===== src/rtl/pingpong_dma_pkg.sv =====
package pingpong_dma_pkg;

    // register window offsets
    localparam logic [4:0] OFS_CFG   = 5'h00;
    localparam logic [4:0] OFS_SET   = 5'h04;
    localparam logic [4:0] OFS_CLR   = 5'h08;
    localparam logic [4:0] OFS_STAT  = 5'h0C;
    localparam logic [4:0] OFS_A_ADR = 5'h10;
    localparam logic [4:0] OFS_A_CNT = 5'h14;
    localparam logic [4:0] OFS_B_ADR = 5'h18;
    localparam logic [4:0] OFS_B_CNT = 5'h1C;

    // configuration register fields
    localparam int CF_DIR    = 0;
    localparam int CF_ENDIAN = 1;
    localparam int CF_BURST8 = 2;
    localparam int CF_WIDE   = 3;

    // status register, MSB first so bit positions follow the software view
    typedef struct packed {
        logic inuse;
        logic start_b;
        logic done_b;
        logic start_a;
        logic done_a;
        logic err;
        logic ie;
        logic run;
    } stat_t;

    function automatic logic [4:0] burst_bytes(input logic burst8, input logic wide);
        logic [4:0] units;
        units = burst8 ? 5'd8 : 5'd4;
        return wide ? (units << 1) : units;
    endfunction

endpackage


===== src/rtl/pdma_slot.sv =====
module pdma_slot #(
    parameter int AW = 32,
    parameter int CW = 13,
    parameter int DW = 32
) (
    input  logic          clk,
    input  logic          rst_n,
    input  logic          wr_addr,
    input  logic          wr_cnt,
    input  logic [DW-1:0] wdata,
    input  logic          adv,
    input  logic [4:0]    adv_bytes,
    output logic [AW-1:0] addr_q,
    output logic [CW-1:0] cnt_q
);

    typedef struct packed {
        logic [AW-1:0] addr;
        logic [CW-1:0] cnt;
    } slot_t;

    slot_t st_d, st_q;

    always_comb begin
        st_d = st_q;
        if (adv) begin
            st_d.addr = st_q.addr + AW'(adv_bytes);
            st_d.cnt  = st_q.cnt - CW'(adv_bytes);
        end
        // a software write wins over a same-cycle advance
        if (wr_addr) st_d.addr = {wdata[AW-1:2], 2'b00};
        if (wr_cnt)  st_d.cnt  = wdata[CW-1:0];
    end

    always_ff @(posedge clk) begin
        if (!rst_n) st_q <= '0;
        else        st_q <= st_d;
    end

    assign addr_q = st_q.addr;
    assign cnt_q  = st_q.cnt;

    // the engine never advances a slot past its remaining count
    a_r5_no_underflow: assert property (@(posedge clk) disable iff (!rst_n)
        adv |-> (CW'(adv_bytes) <= st_q.cnt))
        else $error("slot advanced beyond its remaining count");

endmodule


===== src/rtl/pdma_status.sv =====
module pdma_status
    import pingpong_dma_pkg::*;
(
    input  logic       clk,
    input  logic       rst_n,
    input  logic       set_we,
    input  logic       clr_we,
    input  logic [6:0] wmask,
    input  logic [1:0] hw_done,
    input  logic       hw_err,
    input  logic       hw_hop,
    output stat_t      stat_q,
    output logic       irq
);

    stat_t stat_d;

    always_comb begin
        stat_d = stat_q;
        if (set_we) stat_d[6:0] = stat_d[6:0] | wmask;
        if (clr_we) stat_d[6:0] = stat_d[6:0] & ~wmask;
        // hardware events take precedence over software writes
        if (hw_done[0]) begin
            stat_d.done_a  = 1'b1;
            stat_d.start_a = 1'b0;
        end
        if (hw_done[1]) begin
            stat_d.done_b  = 1'b1;
            stat_d.start_b = 1'b0;
        end
        if (hw_err) begin
            stat_d.err = 1'b1;
            stat_d.run = 1'b0;
        end
        if (hw_hop) stat_d.inuse = ~stat_q.inuse;
    end

    always_ff @(posedge clk) begin
        if (!rst_n) stat_q <= '0;
        else        stat_q <= stat_d;
    end

    assign irq = stat_q.ie & (stat_q.err | stat_q.done_a | stat_q.done_b);

    // an error response leaves the channel stopped with error flagged
    a_r9_error_stops: assert property (@(posedge clk) disable iff (!rst_n)
        hw_err |=> (stat_q.err && !stat_q.run))
        else $error("error response did not stop the channel");

    // slot completion marks done and disarms the slot
    a_r6_done_a_disarms: assert property (@(posedge clk) disable iff (!rst_n)
        hw_done[0] |=> (stat_q.done_a && !stat_q.start_a))
        else $error("slot A completion not recorded");

    a_r6_done_b_disarms: assert property (@(posedge clk) disable iff (!rst_n)
        hw_done[1] |=> (stat_q.done_b && !stat_q.start_b))
        else $error("slot B completion not recorded");

endmodule


===== src/rtl/pdma_engine.sv =====
module pdma_engine
    import pingpong_dma_pkg::*;
#(
    parameter int AW = 32,
    parameter int CW = 13
) (
    input  logic                clk,
    input  logic                rst_n,
    input  logic                run,
    input  logic [1:0]          start,
    input  logic                inuse,
    input  logic                burst8,
    input  logic                wide,
    input  logic [1:0][AW-1:0]  slot_addr,
    input  logic [1:0][CW-1:0]  slot_cnt,
    input  logic                per_req,
    input  logic                mem_ack,
    input  logic                mem_err,
    output logic                mem_req,
    output logic [AW-1:0]       mem_addr,
    output logic [4:0]          mem_bytes,
    output logic                per_ack,
    output logic [1:0]          adv,
    output logic [4:0]          adv_bytes,
    output logic [1:0]          hw_done,
    output logic                hw_err,
    output logic                hw_hop
);

    typedef struct packed {
        logic          busy;
        logic          sel;
        logic [AW-1:0] addr;
        logic [4:0]    bytes;
    } eng_t;

    eng_t eng_d, eng_q;

    logic [4:0]    bsz, take, fin;
    logic [CW-1:0] cur_cnt, sel_cnt;

    always_comb begin
        eng_d     = eng_q;
        per_ack   = 1'b0;
        adv       = 2'b00;
        adv_bytes = 5'd0;
        hw_done   = 2'b00;
        hw_err    = 1'b0;
        hw_hop    = 1'b0;

        bsz     = burst_bytes(burst8, wide);
        cur_cnt = slot_cnt[inuse];
        take    = (cur_cnt < CW'(bsz)) ? cur_cnt[4:0] : bsz;
        sel_cnt = slot_cnt[eng_q.sel];
        fin     = (sel_cnt < CW'(eng_q.bytes)) ? sel_cnt[4:0] : eng_q.bytes;

        if (!eng_q.busy) begin
            if (run && start[inuse]) begin
                if (cur_cnt == '0) begin
                    // armed empty slot: complete at once
                    hw_done[inuse] = 1'b1;
                    hw_hop         = start[~inuse];
                end else if (per_req) begin
                    eng_d.busy  = 1'b1;
                    eng_d.sel   = inuse;
                    eng_d.addr  = slot_addr[inuse];
                    eng_d.bytes = take;
                end
            end
        end else if (mem_ack) begin
            eng_d.busy = 1'b0;
            if (mem_err) begin
                hw_err = 1'b1;
            end else begin
                per_ack        = 1'b1;
                adv[eng_q.sel] = 1'b1;
                adv_bytes      = fin;
                if (sel_cnt == CW'(fin)) begin
                    hw_done[eng_q.sel] = 1'b1;
                    hw_hop             = start[~eng_q.sel];
                end
            end
        end
    end

    always_ff @(posedge clk) begin
        if (!rst_n) eng_q <= '0;
        else        eng_q <= eng_d;
    end

    assign mem_req   = eng_q.busy;
    assign mem_addr  = eng_q.addr;
    assign mem_bytes = eng_q.bytes;

    // a pending request keeps address and size until acknowledged
    a_r4_req_hold: assert property (@(posedge clk) disable iff (!rst_n)
        (mem_req && !mem_ack) |=> (mem_req && $stable(mem_addr) && $stable(mem_bytes)))
        else $error("pending burst changed before acknowledge");

    // burst size is never zero nor larger than 16 bytes
    a_r4_size_legal: assert property (@(posedge clk) disable iff (!rst_n)
        mem_req |-> (mem_bytes != 5'd0 && mem_bytes <= 5'd16))
        else $error("illegal burst size");

    // a new burst is only launched while run is set
    a_r8_start_needs_run: assert property (@(posedge clk) disable iff (!rst_n)
        $rose(mem_req) |-> $past(run))
        else $error("burst launched while stopped");

endmodule


===== src/rtl/pingpong_dma_chan.sv =====
module pingpong_dma_chan
    import pingpong_dma_pkg::*;
#(
    parameter int DW = 32,
    parameter int AW = 32,
    parameter int CW = 13
) (
    input  logic          clk,
    input  logic          rst_n,
    input  logic [4:0]    reg_addr,
    input  logic          reg_we,
    input  logic [DW-1:0] reg_wdata,
    output logic [DW-1:0] reg_rdata,
    input  logic          per_req,
    output logic          per_ack,
    output logic          mem_req,
    output logic [AW-1:0] mem_addr,
    output logic [4:0]    mem_bytes,
    output logic          mem_write,
    input  logic          mem_ack,
    input  logic          mem_err,
    output logic          irq
);

    localparam int NSLOT = 2;

    logic [DW-1:0] cfg_d, cfg_q;
    stat_t         stat_q;

    logic [NSLOT-1:0][AW-1:0] slot_addr;
    logic [NSLOT-1:0][CW-1:0] slot_cnt;
    logic [NSLOT-1:0]         adv;
    logic [4:0]               adv_bytes;
    logic [NSLOT-1:0]         hw_done;
    logic                     hw_err, hw_hop;

    // configuration register
    always_comb begin
        cfg_d = cfg_q;
        if (reg_we && reg_addr == OFS_CFG) cfg_d = reg_wdata;
    end

    always_ff @(posedge clk) begin
        if (!rst_n) cfg_q <= '0;
        else        cfg_q <= cfg_d;
    end

    // buffer slots
    for (genvar s = 0; s < NSLOT; s++) begin : g_slot
        localparam logic [4:0] OA = (s == 0) ? OFS_A_ADR : OFS_B_ADR;
        localparam logic [4:0] OC = (s == 0) ? OFS_A_CNT : OFS_B_CNT;

        pdma_slot #(.AW(AW), .CW(CW), .DW(DW)) u_slot (
            .clk       (clk),
            .rst_n     (rst_n),
            .wr_addr   (reg_we && reg_addr == OA),
            .wr_cnt    (reg_we && reg_addr == OC),
            .wdata     (reg_wdata),
            .adv       (adv[s]),
            .adv_bytes (adv_bytes),
            .addr_q    (slot_addr[s]),
            .cnt_q     (slot_cnt[s])
        );
    end

    pdma_status u_status (
        .clk     (clk),
        .rst_n   (rst_n),
        .set_we  (reg_we && reg_addr == OFS_SET),
        .clr_we  (reg_we && reg_addr == OFS_CLR),
        .wmask   (reg_wdata[6:0]),
        .hw_done (hw_done),
        .hw_err  (hw_err),
        .hw_hop  (hw_hop),
        .stat_q  (stat_q),
        .irq     (irq)
    );

    pdma_engine #(.AW(AW), .CW(CW)) u_engine (
        .clk       (clk),
        .rst_n     (rst_n),
        .run       (stat_q.run),
        .start     ({stat_q.start_b, stat_q.start_a}),
        .inuse     (stat_q.inuse),
        .burst8    (cfg_q[CF_BURST8]),
        .wide      (cfg_q[CF_WIDE]),
        .slot_addr (slot_addr),
        .slot_cnt  (slot_cnt),
        .per_req   (per_req),
        .mem_ack   (mem_ack),
        .mem_err   (mem_err),
        .mem_req   (mem_req),
        .mem_addr  (mem_addr),
        .mem_bytes (mem_bytes),
        .per_ack   (per_ack),
        .adv       (adv),
        .adv_bytes (adv_bytes),
        .hw_done   (hw_done),
        .hw_err    (hw_err),
        .hw_hop    (hw_hop)
    );

    assign mem_write = cfg_q[CF_DIR];

    // register read mux
    always_comb begin
        case (reg_addr)
            OFS_CFG:   reg_rdata = cfg_q;
            OFS_STAT:  reg_rdata = {{(DW-8){1'b0}}, stat_q};
            OFS_A_ADR: reg_rdata = DW'(slot_addr[0]);
            OFS_A_CNT: reg_rdata = DW'(slot_cnt[0]);
            OFS_B_ADR: reg_rdata = DW'(slot_addr[1]);
            OFS_B_CNT: reg_rdata = DW'(slot_cnt[1]);
            default:   reg_rdata = '0;
        endcase
    end

endmodule


===== config.mk =====
export PLATFORM = sky130hd
export DESIGN_NAME = pingpong_dma_chan
export DESIGN_NICKNAME = d
export VERILOG_FILES = /design/src/rtl/pingpong_dma_pkg.sv /design/src/rtl/pdma_slot.sv /design/src/rtl/pdma_status.sv /design/src/rtl/pdma_engine.sv /design/src/rtl/pingpong_dma_chan.sv
export SDC_FILE = /design/constraint.sdc
export NUM_CORES = 1
export LEC_CHECK = 0
export CORE_MARGIN = 8
export CORE_UTILIZATION = 30
export CTS_CLUSTER_SIZE = 12
export DETAILED_ROUTE_END_ITERATION = 6
export HOLD_SLACK_MARGIN = 0.05
export SKIP_LAST_GASP = 1
export SYNTH_ARGS = -nofsm -noshare
export SYNTH_HDL_FRONTEND = slang
export SYNTH_SLANG_ARGS = --single-unit

===== constraint.sdc =====
create_clock -name clk -period 4.5 [get_ports clk]
set_input_delay 0.9 -clock clk [delete_from_list [all_inputs] [get_ports clk]]
set_output_delay 0.9 -clock clk [all_outputs]
set_load 0.005 [all_outputs]

---- Yosys cells after proc, flatten, opt, wreduce, memory -nomap -nowiden ----
Cells that the tools add are included.
operators by class
  add/subtract/negate cells ............... 4
  order comparisons ....................... 8
  equal/unequal tests ..................... 8
  multiplexer cells ....................... 61
  bitwise logic cells ..................... 11
  reductions and logical operators ........ 22
operator list
  cell                number
  $pmux 32 s6         1
  $mux 32             4
  $mux 39             3
  $mux 45             2
  $mux 13             6
  $add 32x5->32       2
  $mux 5              6
  $lt 13x5->1         2
  $sub 13x5->13       2
  $mux 1              25
  $eq 5x5->1 const B  4
  $mux 2              9
  $mux 7              2
  $eq 13x5->1         1
  $logic_not 13->1    1
  $eq 5x4->1 const B  2
  $logic_and 1x1->1   10
  $reduce_or 2->1     5
  $lt 1x2->1 const B  4
  $reduce_bool 2->1   4
  $and 7x7->7         1
  $not 7->7           1
  $or 7x7->7          1
  $eq 5x3->1 const B  1
  other kinds (8)     15
word-level totals
  register bits ........................... 169
  input bits .............................. 43
  output and inout port bits .............. 73
  logic and storage cells ................. 133

---- Logic depth before layout (Yosys ltp) ----
Gate-level depths: netlist of run 1.
  depth after elaboration ................. 10
  depth in mapped cells ................... 18

---- Modules after synthesis ----
From an unflattened synthesis of run 1, not the netlist that was laid out.
unflattened totals
  cell total of the unflattened synthesis .. 1287
  area, all modules ....................... 10774.1 um2
modules (own cells, without submodules)
  module             times used  cells each  area an instance (um2)
  pdma_slot          2           346         2778.9
  pdma_engine        1           295         2732.6
  pingpong_dma_chan  1           271         2172.1
  pdma_status        1           29          311.5

---- Least setup slack after synthesis of run 1 ----
No wires, ideal clock.
  path type ............................... register -> register
  start ................................... reg u_engine.eng_q[37] (netlist bit)
  end ..................................... reg g_slot[0].u_slot.st_q (netlist bit g_slot[0].u_slot.cnt_q[6])
  data arrival time ....................... 3960 ps
  data required time ...................... 4414 ps
  slack ................................... 455 ps
  cell stages (with the launch flop) ...... 16
  clock period less this slack ............ 4045 ps
  cell sequence ........................... dfxtp_1 > buf_4 > mux2_2 > ha_1 > nand3_1 > o31ai_1 > nor2_4 > a211oi_1 > ha_1 > inv_1 > fa_1 > a21o_1 > a21o_1 > a2111oi_0 > xnor2_1 > a211oi_1
on the way
  cells in the longest elaborated chain, start to end .. 10
  elaborated cells on any way between the ends .. 19
  those cells by class .................... add/sub (1); order compare (3); mux (13); reduce/logical (2)
ends and longest elaborated chain
  what                                         RTL line           RTL
  start: declaration                           pdma_engine.sv:37  eng_t eng_d, eng_q;
  start signal: assignment                     pdma_engine.sv:88  else eng_q <= eng_d;
  $mux 13 (not written as such) (2 in series)  pdma_engine.sv:54  sel_cnt = slot_cnt[eng_q.sel];
  $lt 13x5->1                                  pdma_engine.sv:55  fin = (sel_cnt < CW'(eng_q.bytes)) ? sel_cnt[4:0] : eng_q.bytes;
  $mux 5                                       pdma_engine.sv:55
  $mux 5                                       pdma_engine.sv:72  if (mem_err) begin
  $mux 5                                       pdma_engine.sv:70  end else if (mem_ack) begin
  $mux 5                                       pdma_engine.sv:57  if (!eng_q.busy) begin
  $sub 13x5->13                                pdma_slot.sv:28    st_d.cnt = st_q.cnt - CW'(adv_bytes);
  $mux 45                                      pdma_slot.sv:26    if (adv) begin
  $mux 13                                      pdma_slot.sv:32    if (wr_cnt) st_d.cnt = wdata[CW-1:0];
  end signal: assignment                       pdma_slot.sv:37    else st_q <= st_d;
  end: declaration                             pdma_slot.sv:22    slot_t st_d, st_q;
Several ways; a longest one is shown, not always the timed one. The select of a mux whose other input is x is not followed.
A chain may end at the register's enable or synchronous reset.

---- Worst setup path in the final report of run 1 ----
  start ................................... reg g_slot[0].u_slot.st_q (netlist bit g_slot[0].u_slot.cnt_q[8])
  end ..................................... reg g_slot[0].u_slot.st_q (netlist bit g_slot[0].u_slot.cnt_q[12])
on the way
  cells in the longest elaborated chain, start to end .. 10
ends and longest elaborated chain
  what                                         RTL line
  $mux 13 (not written as such) (2 in series)  pdma_engine.sv:54
  $lt 13x5->1                                  pdma_engine.sv:55
  $mux 5                                       pdma_engine.sv:55
  $mux 5                                       pdma_engine.sv:72
  $mux 5                                       pdma_engine.sv:70
  $mux 5                                       pdma_engine.sv:57
  $sub 13x5->13 (*)                            pdma_slot.sv:28
  $mux 45 (*)                                  pdma_slot.sv:26
  $mux 13 (*)                                  pdma_slot.sv:32
Mark *: on every way between the ends. The rest lies on a longest branch, timed or not. The select of a mux whose other input is x is not followed.

==> metrics.yaml, run 1 <==
run_status:
  outcome: "complete, no violations"
final_layout:
  drive_above_1_share_pct: 8.08
  fill_cells: 3399
  layout.cells.most_common: "dfxtp_1"
  final_cell_mix: "dfxtp_1, nand2_1, clkdlybuf4s50_1, a21oi_1, o21ai_0"
  area_growth_pct: 19.4
  antenna-diode-count: 0
  final_nets: 1387
hold_path:
  hp-start: "cfg_q[21]"
  min_path_type: "reg2reg"
  hold_path_depth: 2
sta:
  worst_pin_slew_ns: 0.924
  clock-skew-final_ns: 0.0139
  hold-worst-slack_ns: 0.454
  period_minus_slack_ns: 4.18
  maxSlewViolCount: 0
  rsz0062_at_grt: "no"
  fin_crit_sh_pct: 92.9
  slew_headroom_pct: 38.4
  setup_viol: 0
  hold_viol: 0
  fmaxAchievable_mhz: 239
  fin_setup_tns_ns: 0
grt:
  grt_pass1_wl_um: 55200
  grt_start_max_net_pins: 78
  overflow: 0
  antenna_found_initial: 1
  first_global_vias: 9024
  track_usage_pct: 17.3
cts:
  clkLatencyLatePin_ns: 0.44
  root_buffer: "clkbuf_16"
  cts_max_level: 4
  ctsHoldBuffers: 0
  cts-buffers-inserted: 17
  cts_buffer_depth: 2
  cts.sinks: 169
  clk_pin_slew_worst_paths_ns: 0.07
  cts_tree: "built"
synthesis:
  synth_ff_type: "dfxtp_1"
  ys_warn_count: 0
  yosysTopAreaCell: "dfxtp_1"
  syn_nets: 1340
  ys_types: 70
  async_flop_share_pct: 0
  synth_area_per_cell_um2: 8.11
  synth_area_leaders: "dfxtp_1, mux2i_1, nand2_1, xnor2_1, a21oi_1"
  syn_inst: 1265
  synth-seq-area-share_pct: 33.0
  yosysTopAreaCellShare_pct: 33.0
  netlist_area_um2: 10300
  synth_edf_count: 0
  ys_ff_latch: 169
routing:
  wire_per_inst_um: 20.4
  firstDrtPassIters: 5
  dr_total_vias: 9520
  ant_nets: 0
  routed_wl_um: 36100
  viasPerCell: 5.37
  drc: 0
  drt_iter0_drc: 748
power_and_ir_drop:
  internal-power_uw: 2440
  ir_drop_v: 0.000259
  power.net_switching_uw: 845
  p_comb_share_pct: 6.5
  p_leak_uw: 0.00398
  power_density_nw_per_um2: 268
  power_frac_seq_pct: 46.3
  switching_share_pct: 25.7
  pwr-share-clk_pct: 47.2
place:
  place.gp.congestion: 0.960
  portBuffers: 115
  hpwl_um: 26100
critical_path:
  cp.required_ns: 4.78
  arrival_ns: 4.46
  cp-start-kind: "flop"
  cp-startpoint: "g_slot[0].u_slot.cnt_q[8]"
  reg2reg_slack_ns: 0.32
  r2r_end: "g_slot[0].u_slot.cnt_q[12]"
  reg2reg_from: "g_slot[0].u_slot.cnt_q[8]"
  crit_type: "reg2reg"
  r2r_cells: 16
  worstPathMaxFanout: 7
  endpoint_kind: "flop"
  crit_path_end: "g_slot[0].u_slot.cnt_q[12]"
die:
  rows: 67
  fp.dieW_um: 201
  pin_count: 116
  coreArea_um2: 33600
  die_area_um2: 40400
  start_util_pct: 30.5
  fp.dieH_um: 201
flow_run:
  cap_viol_max_count: 0
cells by family after synthesis:
kind of cell | after synthesis | share of synthesized area, %
AO/OA/AOI/OAI | 353 | 21.4
flip-flops | 169 | 33.0
AND/OR/NAND/NOR | 394 | 19.1
adder cells (fa/ha/maj) | 32 | 4.19
XOR/XNOR | 70 | 5.97
buffers and inverters | 159 | 7.70
multiplexers | 88 | 8.67
Yosys cell counts (11+ instances only):
cell / number
nand2_1: 153
xnor2_1: 63
nor2_1: 77
a211oi_1: 38
nor4_1: 29
a21oi_1: 104
o31ai_1: 12
dfxtp_1: 169
a22oi_1: 11
ha_1: 28
clkbuf_1: 67
o211ai_1: 11
buf_4: 40
a21o_1: 15
mux2i_1: 81
nor3_1: 22
a31oi_1: 15
nand3_1: 32
o21ai_0: 88
inv_1: 30
worst min-delay path by stage:
stage	endpoint	slack, ns
after CTS	cfg_q[20]	0.46
after global routing	cfg_q[16]	0.47
after detailed placement	cfg_q[16]	0.45
after floorplan	cfg_q[10]	0.44
after global placement	cfg_q[26]	0.44
final	cfg_q[21]	0.45
critical path: stages (launching register included):
cell,delay (ns)
dfxtp_1,0.37
or4_1,0.57
nand2b_1,0.25
o21a_1,0.31
nor2_4,0.23
nor2_1,0.06
a211oi_1,0.23
buf_4,0.19
ha_1,0.18
inv_1,0.06
fa_1,0.40
a21o_1,0.18
a21o_1,0.24
a211oi_4,0.33
nor2b_1,0.20
xnor2_1,0.13
a211oi_1,0.08
routing by layer:
metal  track usage [%]  share of wire (%)  up-vias
li1                  -                  -     4628
met1              23.7                 46     4477
met2              26.3                 44      348
met3              3.00                6.2       65
met4              7.17                3.4        2
met5                 0              0.036        -
power groups by stage:
stage	Combinational [uW]	Sequential [uW]	Clock [uW]
after floorplan	107	1550	0
after global placement	209	1560	0
after detailed placement	210	1560	0
after CTS	211	1520	1570
after global routing	228	1520	1630
final	213	1520	1550
metrics by stage:
step	cells	total power [uW]	area, um2	util (%)	setup slack [ns]
2_1_floorplan	1265	1660	10300	-	0.455
3_3_place_gp	1741	1770	11600	34.6	0.233
3_5_place_dp	1741	1770	11600	34.6	0.132
4_1_cts	1773	3310	12200	36.4	0.114
5_1_grt	1773	3380	12300	36.5	0.0490
6_report	1773	3290	12300	36.5	0.319
final cells by class:
class                           count  area (um2)  share of cell area, %
Multi-Input combinational cell    937        6110                   49.9
Sequential cell                   169        3390                   27.6
Timing Repair Buffer              156        1470                   12.0
Tap cell                          448         561                   4.57
Clock buffer                       18         439                   3.58
Clock inverter                     14         161                   1.32
Inverter                           31         116                  0.950
sequential cells by signal, indices dropped and copies added, names as in the netlist, named ones only:
register and count:
g_slot.u_slot.cnt_q 26, g_slot.u_slot.addr_q 64, u_engine.mem_req 1, u_engine.eng_q 1
cfg_q 32, u_status.stat_q 4, u_engine.mem_addr 32, u_engine.mem_bytes 5
repair_timing:
action                     in CTS  in global routing
setup buffers                   0                  0
setup endpoints to repair       0                 43
resized for setup               0                  6
Power figures use the tool's default switching activity.
==> run 2, diff against run 1 <==
Settings changed: CTS_CLUSTER_DIAMETER from default to 30.
==> results of run 2 <==
The final DEF is identical to that of run 1; final timing and power are the same.
